--- config.mk ---
export PLATFORM = sky130hd
export DESIGN_NAME = ping_loss_watchdog
export DESIGN_NICKNAME = d
export VERILOG_FILES = /design/src/rtl/ping_loss_watchdog_pkg.sv /design/src/rtl/pl_wdog_timer.sv /design/src/rtl/pl_wdog_fsm.sv /design/src/rtl/pl_wdog_ack.sv /design/src/rtl/ping_loss_watchdog.sv
export SDC_FILE = /design/constraint.sdc
export NUM_CORES = 1
export LEC_CHECK = 0
export BUFFER_PORTS_ARGS = -buffer_cell sky130_fd_sc_hd__buf_4
export CORE_UTILIZATION = 40
export DETAILED_ROUTE_END_ITERATION = 8
export PLACE_DENSITY = 0.57
export REMOVE_ABC_BUFFERS = 1
export SLEW_MARGIN = 25
export SYNTH_ARGS = -nofsm -noshare
export SYNTH_HDL_FRONTEND = slang
export SYNTH_SLANG_ARGS = --single-unit
--- constraint.sdc ---
create_clock -name clk -period 1.7 [get_ports clk]
set_input_delay 0.255 -clock clk [delete_from_list [all_inputs] [get_ports clk]]
set_output_delay 0.255 -clock clk [all_outputs]
set_load 0.01 [all_outputs]
--- src/rtl/ping_loss_watchdog_pkg.sv ---
`timescale 1ns/1ps
package ping_loss_watchdog_pkg;

    typedef enum logic [1:0] {
        WD_IDLE  = 2'b00,
        WD_ARMED = 2'b01,
        WD_FIRED = 2'b10
    } wd_state_e;

endpackage

--- src/rtl/pl_wdog_timer.sv ---
`timescale 1ns/1ps
module pl_wdog_timer #(
    parameter int unsigned THRESH = 16,
    parameter int unsigned TMR_W  = 4
) (
    input  logic clk,
    input  logic rst_n,
    input  logic restart_i,
    input  logic run_i,
    output logic expire_o
);
    localparam logic [TMR_W-1:0] LAST = TMR_W'(THRESH - 1);

    logic [TMR_W-1:0] cnt_q;

    always_ff @(posedge clk or negedge rst_n) begin
        if (!rst_n) begin
            cnt_q <= '0;
        end else if (restart_i) begin
            cnt_q <= '0;
        end else if (run_i && (cnt_q != LAST)) begin
            cnt_q <= cnt_q + 1'b1;
        end
    end

    assign expire_o = run_i && (cnt_q == LAST);

    // a ping leaves the counter at zero on the next cycle
    assert_ping_restart_R3: assert property (@(posedge clk) disable iff (!rst_n)
        restart_i |=> (cnt_q == '0));

    // the counter never passes the last window cycle
    assert_no_overflow_R5: assert property (@(posedge clk) disable iff (!rst_n)
        cnt_q <= LAST);

endmodule

--- src/rtl/pl_wdog_fsm.sv ---
`timescale 1ns/1ps
module pl_wdog_fsm
    import ping_loss_watchdog_pkg::*;
(
    input  logic clk,
    input  logic rst_n,
    input  logic ping_i,
    input  logic expire_i,
    output logic run_o,
    output logic fired_o
);
    wd_state_e state_q, state_d;

    always_ff @(posedge clk or negedge rst_n) begin
        if (!rst_n) begin
            state_q <= WD_IDLE;
        end else begin
            state_q <= state_d;
        end
    end

    always_comb begin
        state_d = state_q;
        unique case (state_q)
            WD_IDLE:  if (ping_i)   state_d = WD_ARMED;
            WD_ARMED: if (expire_i) state_d = WD_FIRED;
            WD_FIRED: state_d = WD_FIRED;
            default:  state_d = WD_FIRED;
        endcase
    end

    always_comb begin
        run_o   = 1'b0;
        fired_o = 1'b0;
        unique case (state_q)
            WD_IDLE:  ;
            WD_ARMED: run_o = 1'b1;
            WD_FIRED: fired_o = 1'b1;
            default:  fired_o = 1'b1;
        endcase
    end

    // an unarmed monitor never jumps straight to escalation
    assert_idle_no_fire_R1: assert property (@(posedge clk) disable iff (!rst_n)
        (state_q == WD_IDLE) |=> (state_q != WD_FIRED));

    // a ping seen while unarmed arms the monitor
    assert_first_ping_arms_R2: assert property (@(posedge clk) disable iff (!rst_n)
        ((state_q == WD_IDLE) && ping_i) |=> (state_q == WD_ARMED));

    // expiry while armed latches escalation
    assert_expire_fires_R4: assert property (@(posedge clk) disable iff (!rst_n)
        ((state_q == WD_ARMED) && expire_i) |=> (state_q == WD_FIRED));

    // the fired state is terminal
    assert_fired_sticky_R5: assert property (@(posedge clk) disable iff (!rst_n)
        (state_q == WD_FIRED) |=> (state_q == WD_FIRED));

endmodule

--- src/rtl/pl_wdog_ack.sv ---
`timescale 1ns/1ps
module pl_wdog_ack (
    input  logic clk,
    input  logic rst_n,
    input  logic ping_i,
    output logic ack_o
);
    always_ff @(posedge clk or negedge rst_n) begin
        if (!rst_n) begin
            ack_o <= 1'b0;
        end else begin
            ack_o <= ping_i;
        end
    end
endmodule

--- src/rtl/ping_loss_watchdog.sv ---
`timescale 1ns/1ps
module ping_loss_watchdog #(
    parameter int unsigned NUM_CH         = 4,
    parameter int unsigned CNT_W          = 16,
    parameter int unsigned WAIT_COUNTS    = 2,
    parameter int unsigned TIMEOUT_COUNTS = 2,
    parameter int unsigned MARGIN         = 4
) (
    input  logic clk,
    input  logic rst_n,
    input  logic ping_strobe_i,
    input  logic esc_req_i,
    output logic esc_active_o,
    output logic ping_ack_o
);
    // window derived from the sender's worst-case spacing
    localparam int unsigned THRESH = MARGIN * NUM_CH * (WAIT_COUNTS + TIMEOUT_COUNTS) * (2 ** CNT_W);
    localparam int unsigned TMR_W  = $clog2(THRESH);

    logic run, fired, expire;

    pl_wdog_fsm u_fsm (
        .clk      (clk),
        .rst_n    (rst_n),
        .ping_i   (ping_strobe_i),
        .expire_i (expire),
        .run_o    (run),
        .fired_o  (fired)
    );

    pl_wdog_timer #(
        .THRESH (THRESH),
        .TMR_W  (TMR_W)
    ) u_timer (
        .clk       (clk),
        .rst_n     (rst_n),
        .restart_i (ping_strobe_i),
        .run_i     (run),
        .expire_o  (expire)
    );

    pl_wdog_ack u_ack (
        .clk    (clk),
        .rst_n  (rst_n),
        .ping_i (ping_strobe_i),
        .ack_o  (ping_ack_o)
    );

    assign esc_active_o = fired | esc_req_i;

    // acknowledge follows each strobe by one cycle
    assert_ack_pulse_R6: assert property (@(posedge clk) disable iff (!rst_n)
        ping_strobe_i |=> ping_ack_o);
    assert_ack_quiet_R6: assert property (@(posedge clk) disable iff (!rst_n)
        !ping_strobe_i |=> !ping_ack_o);

    // genuine request reaches the output in the same cycle
    assert_req_passthru_R7: assert property (@(posedge clk) disable iff (!rst_n)
        esc_req_i |-> esc_active_o);

    // without arming, only a genuine request can escalate
    assert_unarmed_quiet_R1: assert property (@(posedge clk) disable iff (!rst_n)
        (!run && !fired && !esc_req_i) |-> !esc_active_o);

endmodule

After elaboration in Yosys (flattened, before gate mapping)
Index checks and enable logic that the tools add are counted.
{"block": "totals", "ff_bits": 25, "inputBits": 4, "out_inout_bits": 2}
{"block": "classes", "addsub": 1, "n_eq_ne": 5, "n_mux": 7, "bitwise": 1, "reduce_logical": 6}
{"cell": "2-to-1 mux 22 bit", "n": 2}
{"cell": "adder 22 x 1 -> 22 bit (second input constant)", "n": 1}
{"cell": "equality test 22 bit (second input constant)", "n": 1}
{"cell": "inequality test 22 bit (second input constant)", "n": 1}
{"cell": "2-to-1 mux 2 bit", "n": 2}
{"cell": "inequality test 2 bit (second input constant)", "n": 2}
{"cell": "case mux 2 bit (2 select lines)", "n": 1}
{"cell": "equality test 2 x 1 -> 1 bit (second input constant)", "n": 1}
{"cell": "logical AND 1 bit", "n": 2}
{"cell": "logical NOT 2 bit", "n": 1}
{"cell": "2-to-1 mux 1 bit", "n": 2}
{"cell": "AND reduction 2 bit", "n": 1}
{"cell": "nonzero test 2 bit", "n": 1}
{"cell": "OR reduction 2 bit", "n": 1}
{"cell": "OR 1 bit", "n": 1}

Logic depth before layout (Yosys ltp)
{"block": "depth", "depth_word": 5, "mapped_depth": 7, "ltp_nobuf": 6}

Cells and area by module
Synthesis repeated with hierarchy kept, for this count alone.
{"block": "hier_totals", "cells_unflattened": 159, "area_unflattened_um2": 1506.4}
{"mod": "pl_wdog_timer", "n_inst": 1, "cells_each": 149, "area_per_inst_um2": 1385.1, "seq_area_each_um2": 550.5}
{"mod": "pl_wdog_fsm", "n_inst": 1, "cells_each": 8, "area_per_inst_um2": 90.1, "seq_area_each_um2": 50.0}
{"mod": "pl_wdog_ack", "n_inst": 1, "cells_each": 1, "area_per_inst_um2": 25.0, "seq_area_each_um2": 25.0}
{"mod": "ping_loss_watchdog", "n_inst": 1, "cells_each": 1, "area_per_inst_um2": 6.3, "seq_area_each_um2": 0.0}

Worst setup path after synthesis
Ideal clock, no wire load.
{"block": "synth_path", "path_type": "reg-to-reg", "from": "register u_timer.cnt_q[0]", "to": "register u_timer.cnt_q[17]", "setup_time_ps": 125, "arrival_time_ps": 1661, "required_time_ps": 1575, "setup_slack_ps": -85, "stages_incl_launch_ff": 8, "period_less_slack_ps": 1785, "path_cell_list": "dfrtp_1 -> ha_1 -> nand4_1 -> nor4_4 -> a211oi_2 -> buf_4 -> nand3_1 -> mux2_2"}
{"block": "synth_between", "elab_chain_cells": 3}
{"item": "start, declared", "line_no": "pl_wdog_timer.sv:14", "rtl": "logic [TMR_W-1:0] cnt_q;"}
{"item": "start signal, assigned", "line_no": "pl_wdog_timer.sv:22", "rtl": "cnt_q <= cnt_q + 1'b1;"}
{"item": "adder 22 x 1 -> 22 bit or inequality test 22 bit (tied branches)", "line_no": "pl_wdog_timer.sv:22, pl_wdog_timer.sv:21"}
{"item": "2-to-1 mux 22 bit or logical AND 1 bit (tied branches)", "line_no": "pl_wdog_timer.sv:21", "rtl": "end else if (run_i && (cnt_q != LAST)) begin"}
{"item": "2-to-1 mux 22 bit or nonzero test 2 bit (tied branches)"}
Parallel ways exist; a longest one is shown, timed or not. The select of a mux whose other input is x is not followed.
A chain may end at the register's enable or synchronous reset.

Worst setup path in the final report
{"block": "layout_path", "from": "register u_timer.cnt_q[16]", "to": "register u_timer.cnt_q[21]"}
Same word-level chain as after synthesis.

==> results.sh <==
export IMPL_synth_largest_area_cell="sky130_fd_sc_hd__dfrtp_1"
export IMPL_grt_setup_unrepaired="true"
export IMPL_dominantRegCellSynth="sky130_fd_sc_hd__dfrtp_1"
export IMPL_first_iter_violations=20
export IMPL_synthesis_yosys_warnings=0
export IMPL_grt_antenna_before_repair=0
export IMPL_worstPathBufferInverterCount=0
export IMPL_timing_setup_critical_path_class="reg -> reg"
export IMPL_gr_usage_all_layers=0.187
export IMPL_hold_path_class="in -> reg"
export IMPL_drt_pre_antenna_iters=4
export IMPL_finClkSkew_ps=1.50
export IMPL_cellLeakagePower_nw=0.801
export IMPL_die_h_um=60.7
export IMPL_post_route_worst_setup_slack_ps=-57.3
export IMPL_via_count_of_the_first_global_routing_pass=1130
export IMPL_drt_antenna_violating_nets=0
export IMPL_std_cell_rows=20
export IMPL_power_density_mw_per_mm2=519
export IMPL_insertedDiodeCount=0
export IMPL_outcome="finished with violations"
export IMPL_filler_cell_count=302
export IMPL_async_flop_share=1.00
export IMPL_synth_ff_latch_count=25
export IMPL_hold_ws_ps=204
export IMPL_portion_of_the_post_synthesis_area_used_by_sequential_elements=0.455
export IMPL_worstPathCellList="and4_4, and3_4, a211oi_4, nand3_2, mux2_4"
export IMPL_drt_vias_per_instance=5.15
export IMPL_cts_clk_slew_worst_paths_ps=130
export IMPL_pin_count_of_the_biggest_net_entering_global_routing=28
export IMPL_yosysTopAreaCellShare=0.455
export IMPL_drt_wl_total_um=2960
export IMPL_wl_per_cell_um=13.5
export IMPL_io_pins=6
export IMPL_post_synth_num_cell_types=37
export IMPL_p_total_uw=949
export IMPL_ctsLongestPathBuffers=2
export IMPL_syn_area_sq_mm=0.00138
export IMPL_final_max_slew_viol_count=0
export IMPL_detail_route_drc_violations=0
export IMPL_failed_checks="setup timing"
export IMPL_crit_path_largest_cell_delay_ps=420
export IMPL_startpoint_type="register"
export IMPL_area_growth_pct=32.7
export IMPL_drive_above_1_share=0.403
export IMPL_multiInputGateArea_sq_um=772
export IMPL_routabilityCongestion=0.836
export IMPL_worst_endpoint_required_ps=1920
export IMPL_final_setup_viol_count=8
export IMPL_timing_final_hold_violations=0
export IMPL_io_buffers=5
export IMPL_seq_area_sq_um=626
export IMPL_relSlewSlack=0.736
export IMPL_vias=1134
export IMPL_max_cap_violations=0
export IMPL_grt_pass1_wl_um=5050
export IMPL_root_buffer="sky130_fd_sc_hd__clkbuf_4"
export IMPL_end_kind="register"
export IMPL_min_period_over_period=1.03
export IMPL_cts_htree_levels=1
export IMPL_tightestPinTransition_ps=395
export IMPL_timing_critical_path_slowest_stage_cell="sky130_fd_sc_hd__dfrtp_1"
export IMPL_grt_overflow_total=0
export IMPL_dp_final_hpwl_um=2030
export IMPL_core_area_sq_mm=0.00315
export IMPL_initial_core_utilization=0.437
export IMPL_vdd_ir_drop_max_mv=0.282
export IMPL_worstPathArrival_ps=1980
export IMPL_critical_path_top_delay_family="simple AND/OR/NAND/NOR gates"
export IMPL_fin_nets=182
export IMPL_clock_sinks=25
export IMPL_cts_tree="built"
export IMPL_finish_utilization=0.579
export IMPL_syn_avg_cell_area_sq_um=10.0
export IMPL_synth_edff_count=0
export IMPL_finalCriticalPeriod_ps=1760
export IMPL_die_w_um=60.7
export IMPL_synth_area_leaders="sky130_fd_sc_hd__dfrtp_1 45%, sky130_fd_sc_hd__xnor2_1 7.0%, sky130_fd_sc_hd__nor2_1 5.5%, sky130_fd_sc_hd__a21oi_1 4.4%, sky130_fd_sc_hd__nand3_1 3.3%"
export IMPL_fp_dieArea_sq_mm=0.00368
export IMPL_worst_skew_pair_late_latency_ps=320
export IMPL_cts_buffers_inserted=3
export IMPL_max_freq_ghz=0.569
export IMPL_path_max_fanout=7
export IMPL_syn_instance_count=137
cell usage after synthesis (2+ instances only):
cell type	instances
sky130_fd_sc_hd__dfrtp_1	25
sky130_fd_sc_hd__nor2_1	20
sky130_fd_sc_hd__a21oi_1	12
sky130_fd_sc_hd__xnor2_1	11
sky130_fd_sc_hd__nand3_1	9
sky130_fd_sc_hd__nand4_1	7
sky130_fd_sc_hd__nand2_1	5
sky130_fd_sc_hd__nor2b_1	5
sky130_fd_sc_hd__a21o_1	3
sky130_fd_sc_hd__and4_1	3
sky130_fd_sc_hd__inv_1	3
sky130_fd_sc_hd__mux2_2	3
sky130_fd_sc_hd__a211oi_1	2
sky130_fd_sc_hd__buf_2	2
sky130_fd_sc_hd__buf_6	2
sky130_fd_sc_hd__clkbuf_1	2
sky130_fd_sc_hd__nand4_2	2
sky130_fd_sc_hd__xor2_1	2
power by group:
| part | total, mW | leakage, nW | switching (mW) | internal, mW |
|---|---|---|---|---|
| clock | 0.272 | 0.0150 | 0.180 | 0.0920 |
| sequential | 0.607 | 0.339 | 0.00469 | 0.602 |
| combinational | 0.0703 | 0.446 | 0.0387 | 0.0316 |
through the flow:
stage | setup TNS, ps | setup slack, ps | cell area (sq um) | std cells
finish | -279 | -57.3 | 1830 | 220
global route | -2690 | -168 | 1830 | 220
CTS | -1270 | -118 | 1760 | 217
detailed placement | -1230 | -180 | 1620 | 205
global placement | -894 | -135 | 1620 | 205
floorplan | -2230 | -365 | 1330 | 130
registers in the layout (all words and copies together), names as in the netlist:
signal         count
u_ack.ack_o        1
u_fsm.state_q      2
u_timer.cnt_q     22
layout by cell type (no fill, tap or decap), types with 2 or more instances in the layout:
master and count:
sky130_fd_sc_hd__a21oi_1 7, sky130_fd_sc_hd__buf_6 3, sky130_fd_sc_hd__nand3_1 7, sky130_fd_sc_hd__a21o_1 3
sky130_fd_sc_hd__nor2_1 20, sky130_fd_sc_hd__nand3_2 2, sky130_fd_sc_hd__and4_1 2, sky130_fd_sc_hd__nand2_1 5
sky130_fd_sc_hd__dfrtp_1 25, sky130_fd_sc_hd__nand4_2 2, sky130_fd_sc_hd__nand4_1 7, sky130_fd_sc_hd__a21oi_2 4
sky130_fd_sc_hd__nor2b_1 5, sky130_fd_sc_hd__and4_4 2, sky130_fd_sc_hd__xnor2_1 11, sky130_fd_sc_hd__inv_1 3
sky130_fd_sc_hd__buf_4 37, sky130_fd_sc_hd__a211oi_2 2, sky130_fd_sc_hd__mux2_2 2, sky130_fd_sc_hd__xor2_1 2
sky130_fd_sc_hd__clkbuf_4 3
cells by family (layout without fill, tap and decap cells):
logic type                 after synthesis  count (layout)  synth area share
buffers and inverters                   10              49            0.0427
xor gates and xnor gates                13              13            0.0827
adders and majority gates                1               1           0.00909
muxes                                    4               4            0.0318
DFF                                     25              25             0.455
AOI/OAI and AO/OA                       23              23             0.114
and+or+nand+nor                         61              61             0.265
cell type report:
cell class              count  area share
inverters                   3     0.00616
repair buffers             42       0.184
well taps                  44      0.0301
flip-flops and latches     25       0.342
clock buffers               4      0.0144
multi-input cells         102       0.423
final timing paths:
check,to,from,slack (ps),cells after the start
min in group asynchronous,u_timer.cnt_q[5],rst_n,370,2
setup reg to reg,u_timer.cnt_q[21],u_timer.cnt_q[16],-60,5
hold reg to reg,u_timer.cnt_q[6],u_timer.cnt_q[6],590,2
setup / recovery,u_timer.cnt_q[21],u_timer.cnt_q[16],-60,5
max in group asynchronous,u_timer.cnt_q[8],rst_n,1100,2
hold / removal,u_ack.ack_o,ping_strobe_i,200,1
per-layer routing:
layer,global-route usage,share of wire
met1,0.239,0.49
met2,0.317,0.48
met3,0.0256,0.018
met4,0.0812,0.016
met5,0,0
repair_timing:
action	in CTS	in global routing
gates resized for setup	11	12
setup buffers	8	3
endpoints found under the hold margin	25	0
hold buffers	1	0
pin swaps	16	14
setup endpoints to repair	14	24
worst register-to-register path, stage by stage (launching register included):
cell,delay (ps)
sky130_fd_sc_hd__dfrtp_1,420
sky130_fd_sc_hd__and4_4,190
sky130_fd_sc_hd__and3_4,190
sky130_fd_sc_hd__a211oi_4,410
sky130_fd_sc_hd__nand3_2,140
sky130_fd_sc_hd__mux2_4,310
(Power assumes the default switching activity.)
